`config.mk`:
```
export PLATFORM = sky130hd
export DESIGN_NAME = hash_round_pair
export DESIGN_NICKNAME = d
export VERILOG_FILES = /design/src/rtl/hrp_pkg.sv /design/src/rtl/hrp_lane1.sv /design/src/rtl/hrp_lane0.sv /design/src/rtl/hrp_out_reg.sv /design/src/rtl/hash_round_pair.sv
export SDC_FILE = /design/constraint.sdc
export NUM_CORES = 2
export LEC_CHECK = 0
export BUFFER_PORTS_ARGS = -buffer_cell sky130_fd_sc_hd__buf_2
export CAP_MARGIN = 20
export CORE_ASPECT_RATIO = 1.25
export CORE_UTILIZATION = 40
export DETAILED_ROUTE_END_ITERATION = 16
export SYNTH_ARGS = -nofsm -noshare
export SYNTH_HDL_FRONTEND = slang
export SYNTH_SLANG_ARGS = --single-unit
```
`constraint.sdc`:
```
create_clock -name clk_i -period 2.5 [get_ports clk_i]
set_clock_uncertainty 0.15 [all_clocks]
set_input_delay 0.125 -clock clk_i [delete_from_list [all_inputs] [get_ports clk_i]]
set_output_delay 0.125 -clock clk_i [all_outputs]
set_load 0.02 [all_outputs]
```
`src/rtl/hrp_pkg.sv`:
```
package hrp_pkg;
  localparam int LANE_W = 64;
  localparam int VEC_W  = 2 * LANE_W;
  localparam int NLANE  = VEC_W / LANE_W;

  typedef logic [LANE_W-1:0] lane_t;
  typedef logic [VEC_W-1:0]  vec_t;

  function automatic lane_t rotr(lane_t x, int k);
    return (x >> k) | (x << (LANE_W - k));
  endfunction

  function automatic lane_t f_ch(lane_t x, lane_t y, lane_t z);
    return (x & (y ^ z)) ^ z;
  endfunction

  function automatic lane_t f_maj(lane_t x, lane_t y, lane_t z);
    return (x & y) | ((x | y) & z);
  endfunction

  function automatic lane_t big_sig0(lane_t x);
    return rotr(x, 28) ^ rotr(x, 34) ^ rotr(x, 39);
  endfunction

  function automatic lane_t big_sig1(lane_t x);
    return rotr(x, 14) ^ rotr(x, 18) ^ rotr(x, 41);
  endfunction
endpackage

```
`src/rtl/hrp_lane1.sv`:
```
module hrp_lane1
  import hrp_pkg::*;
(
  input  logic  op_sel_i,
  input  lane_t d1_i,
  input  lane_t n0_i,
  input  lane_t n1_i,
  input  lane_t m0_i,
  input  lane_t m1_i,
  output lane_t d1_o
);
  lane_t mix, logic_term;

  always_comb begin
    if (!op_sel_i) begin
      mix        = big_sig1(m1_i);
      logic_term = f_ch(m1_i, n0_i, n1_i);
    end else begin
      mix        = big_sig0(m0_i);
      logic_term = f_maj(n0_i, m1_i, m0_i);
    end
  end

  assign d1_o = d1_i + mix + logic_term;
endmodule

```
`src/rtl/hrp_lane0.sv`:
```
module hrp_lane0
  import hrp_pkg::*;
(
  input  logic  op_sel_i,
  input  lane_t d0_i,
  input  lane_t d1_new_i,
  input  lane_t n0_i,
  input  lane_t m0_i,
  input  lane_t m1_i,
  output lane_t d0_o
);
  lane_t t, mix, logic_term;

  always_comb begin
    t = d1_new_i + m0_i;
    if (!op_sel_i) begin
      mix        = big_sig1(t);
      logic_term = f_ch(t, m1_i, n0_i);
    end else begin
      mix        = big_sig0(d1_new_i);
      logic_term = f_maj(d1_new_i, m0_i, m1_i);
    end
  end

  assign d0_o = d0_i + mix + logic_term;
endmodule

```
`src/rtl/hrp_out_reg.sv`:
```
module hrp_out_reg #(
  parameter int W = 128
) (
  input  logic         clk_i,
  input  logic         rst_ni,
  input  logic         en_i,
  input  logic [W-1:0] d_i,
  output logic [W-1:0] q_o,
  output logic         vld_o
);
  always_ff @(posedge clk_i or negedge rst_ni) begin
    if (!rst_ni) begin
      q_o   <= '0;
      vld_o <= 1'b0;
    end else begin
      vld_o <= en_i;
      if (en_i) q_o <= d_i;
    end
  end
endmodule

```
`src/rtl/hash_round_pair.sv`:
```
module hash_round_pair
  import hrp_pkg::*;
(
  input  logic         clk_i,
  input  logic         rst_ni,
  input  logic         in_valid_i,
  input  logic         op_sel_i,
  input  logic [127:0] d_i,
  input  logic [127:0] n_i,
  input  logic [127:0] m_i,
  output logic [127:0] res_o,
  output logic         out_valid_o
);
  lane_t d_l [NLANE];
  lane_t n_l [NLANE];
  lane_t m_l [NLANE];
  lane_t d1_new, d0_new;

  for (genvar g = 0; g < NLANE; g++) begin : g_split
    assign d_l[g] = d_i[g*LANE_W +: LANE_W];
    assign n_l[g] = n_i[g*LANE_W +: LANE_W];
    assign m_l[g] = m_i[g*LANE_W +: LANE_W];
  end

  hrp_lane1 u_lane1 (
    .op_sel_i (op_sel_i),
    .d1_i     (d_l[1]),
    .n0_i     (n_l[0]),
    .n1_i     (n_l[1]),
    .m0_i     (m_l[0]),
    .m1_i     (m_l[1]),
    .d1_o     (d1_new)
  );

  // lane 0 consumes the fresh lane 1 result
  hrp_lane0 u_lane0 (
    .op_sel_i (op_sel_i),
    .d0_i     (d_l[0]),
    .d1_new_i (d1_new),
    .n0_i     (n_l[0]),
    .m0_i     (m_l[0]),
    .m1_i     (m_l[1]),
    .d0_o     (d0_new)
  );

  hrp_out_reg #(.W(VEC_W)) u_out (
    .clk_i  (clk_i),
    .rst_ni (rst_ni),
    .en_i   (in_valid_i),
    .d_i    ({d1_new, d0_new}),
    .q_o    (res_o),
    .vld_o  (out_valid_o)
  );

  assert_valid_follows_R2: assert property (@(posedge clk_i) disable iff (!rst_ni)
    in_valid_i |=> out_valid_o);
  assert_no_spurious_R2: assert property (@(posedge clk_i) disable iff (!rst_ni)
    !in_valid_i |=> !out_valid_o);
  assert_hold_R8: assert property (@(posedge clk_i) disable iff (!rst_ni)
    !in_valid_i |=> $stable(res_o));
  assert_first_hi_R3: assert property (@(posedge clk_i) disable iff (!rst_ni)
    (in_valid_i && !op_sel_i) |=> res_o[127:64] == lane_t'($past(d_l[1])
      + big_sig1($past(m_l[1])) + f_ch($past(m_l[1]), $past(n_l[0]), $past(n_l[1]))));
  assert_first_link_R4: assert property (@(posedge clk_i) disable iff (!rst_ni)
    (in_valid_i && !op_sel_i) |=> res_o[63:0] == lane_t'($past(d_l[0])
      + big_sig1(lane_t'(res_o[127:64] + $past(m_l[0])))
      + f_ch(lane_t'(res_o[127:64] + $past(m_l[0])), $past(m_l[1]), $past(n_l[0]))));
  assert_second_link_R6: assert property (@(posedge clk_i) disable iff (!rst_ni)
    (in_valid_i && op_sel_i) |=> res_o[63:0] == lane_t'($past(d_l[0])
      + big_sig0(res_o[127:64]) + f_maj(res_o[127:64], $past(m_l[0]), $past(m_l[1]))));
endmodule

```
==> summary.md <==
| Metric | Value |
|---|---|
| Status | finished with violations |
| Failing checks | hold timing, setup timing |
| Crit path required time | 2.75 ns |
| Mapped Cells | 3953 |
| Core Util, Final | 0.721 |
| Async SR Flop Fraction | 1.00 |
| Die Height | 310 µm |
| GRT Overall Usage | 0.528 |
| Maxcap violations | 0 |
| Max Buffers Root-to-Sink | 2 |
| Post-Syn Area | 30400 µm² |
| Simple-gate share of the synthesized area | 0.115 |
| Yosys warning count | 0 |
| Row Count | 112 |
| Area grow syn2layout | 77.9% |
| Routed Antenna Nets | 0 |
| DRC | 0 |
| Arr. time, crit path | 9.98 ns |
| Share of layout cells above drive strength 1 | 0.534 |
| Hpwl dp | 174 mm |
| Worst-skew pair later-pin latency | ~0.5 ns |
| Hold slack | -0.0325 ns |
| Grt ovf | 0 |
| DR WL/cell | 30.3 µm |
| Netlist cell types | 83 |
| Die ar. | 77100 µm² |
| Post-synthesis compound-gate area fraction | 0.219 |
| Vias/cell | 5.85 |
| Slew Viols, Final | 0 |
| Setup slack after layout | -7.23 ns |
| First-pass GRT wire length | 285 mm |
| H-tree levels | 4 |
| Clock root cell | clkbuf_16 |
| First-pass DRT Iterations | 6 |
| Commonest non-fill, non-tap cells in the layout | buf_4, buf_2, inv_1 |
| Pre-CTS WS | -8.69 ns |
| Core box area | 75000 µm² |
| Mapped Nets | 4722 |
| #FFs+latches synth | 129 |
| Sequential fraction of the synthesis area | 0.106 |
| Crit Path Max Fanout | 5 |
| RSZ-0062 raised after global routing | true |
| F_max | 103 MHz |
| Main combinational cell family by area after synthesis | compound AO/OA/AOI/OAI gates |
| Mux share of post-synthesis cell area | 0.0740 |
| Largest net degree at the start of global routing | 80 |
| Final net count | 6738 |
| Slew @ Worst Pin | 1.24 ns |
| Setup crit end kind | flop |
| Most common cell after layout, fill and taps aside | buf_4 |
| Vias in the first global route | 40330 |
| PortBufs | 516 |
| CTS tree | built |
| Die W | 248 µm |
| Setup_tns | -490.14 ns |
| Slowest stage cell, crit path | fa_1 |
| Initial core utilization | 0.405 |
| Hold Path Class | in -> reg |
| Routed WL | 211 mm |
| CP max stage delay | 0.51 ns |
| Final Hold Vio Count | 9 |
| Clock sink count | 129 |
| Via count | between 40000 and 50000 |
| EDFF count, synth | 0 |
| Clock-pin slew on the worst setup and hold paths | about 0.080 ns |
| Antenna violations before repair | 11 |
| Hold buffers post-CTS | 2 |
| Post-Synth XOR/XNOR Area | 0.204 |
| Slew headroom | 0.160 |
| Ports | 517 |
| Post-DP Area | 46100 µm² |
| Category of the most critical setup path | in -> reg |
| CTS Buf Count | 17 |
| Setup-failing EPs final | 124 |
| Final Critical Period | slightly below 10 ns |
| Commonest register cell after synthesis | dfrtp_1 |
| Gpl congestion | ~1.2 |
| Syn Area/Cell | about 7.7 µm² |
| Drt initial violations | 4410 |
| Adder-cell share of the synthesized area | 0.189 |
| Final worst-path cycle share | 3.89 |
| Design Area, Final | 54000 µm² |
| Crit path launch type | primary input |
-- flip-flops by register name, summed over array words and instances, names as in the netlist --
name / count
u_out.q_o: 128
u_out.vld_o: 1
-- path summary, 6_finish.rpt --
check / endpoint / cells after the start / start / slack (ns)
hold reg to reg: u_out.q_o[108] / 2 / u_out.q_o[108] / 0.33
setup / recovery: u_out.q_o[49] / 51 / m_i[41] / -7.23
hold / removal: u_out.q_o[0] / 3 / d_i[0] / -0.03
min in group asynchronous: u_out.q_o[41] / 3 / rst_ni / -0.01
max in group asynchronous: u_out.q_o[71] / 3 / rst_ni / 1.72
setup reg to reg: u_out.q_o[56] / 3 / u_out.q_o[56] / 1.45
-- Yosys cell counts (all sizes together), types with 57 or more instances --
library cell | count | area share
o211ai | 57 | 0.014
a21oi | 336 | 0.055
nand2 | 290 | 0.036
o21ai | 222 | 0.037
nor2 | 231 | 0.029
ha | 252 | 0.10
mux2 | 157 | 0.058
inv | 490 | 0.061
clkbuf | 247 | 0.031
xnor2 | 500 | 0.15
xor2 | 162 | 0.047
dfrtp | 129 | 0.11
a21o | 114 | 0.028
fa | 129 | 0.085
-- final cells by class --
cell class / count / area [µm²]
Multi-Input combinational cell: 3071 / 30200
Fill cell: 5807 / 20900
Timing Repair Buffer: 2260 / 17000
Sequential cell: 129 / 3230
Inverter: 490 / 1840
Tap cell: 969 / 1210
Clock buffer: 17 / 425
Clock inverter: 15 / 166
Antenna cell: 5 / 12.5
-- critical path: cells and delay by family --
family                     cells  cell delay, ns
AOI/OAI and AO/OA             26            4.92
xor gates and xnor gates       6            0.96
adders and majority gates      5            1.66
buffers and inverters         10            1.44
muxes                          2            0.52
and+or+nand+nor                2            0.29
-- logic make-up after synthesis --
| kind of cell | after synthesis |
|---|---|
| AOI/OAI and AO/OA | 1035 |
| and+or+nand+nor | 773 |
| buffers and inverters | 753 |
| xor gates and xnor gates | 677 |
| adders and majority gates | 381 |
| muxes | 205 |
| DFF | 129 |
-- routing by layer --
layer  GRT usage  part of all wire  up-vias  wire (µm)
met2       0.830              0.43     2862      91000
li1            -                 -    17369          -
met5    0.000621           0.00016        -         34
met1       0.558              0.33    19336      70600
met3       0.139             0.098     1144      20700
met4       0.572              0.14        4      28600
-- timing repair --
action                     4_1_cts  5_1_grt
cloned                           1        0
setup endpoints to repair      125      125
gates resized for setup        886      308
buffers inserted               126       79
hold endpoints to repair       152        1
pin swaps                      291      233
-- through the flow --
stage               std cells  hold WS [ns]
CTS                      6888       -0.0323
detailed placement       6753       -0.0257
global route             6953       -0.0372
floorplan                3953        -0.321
finish                   6956       -0.0325
global placement         6753       -0.0267
Power is not shown: default switching activity piles up to over one toggle a cycle in this logic, so the estimate is an artifact.
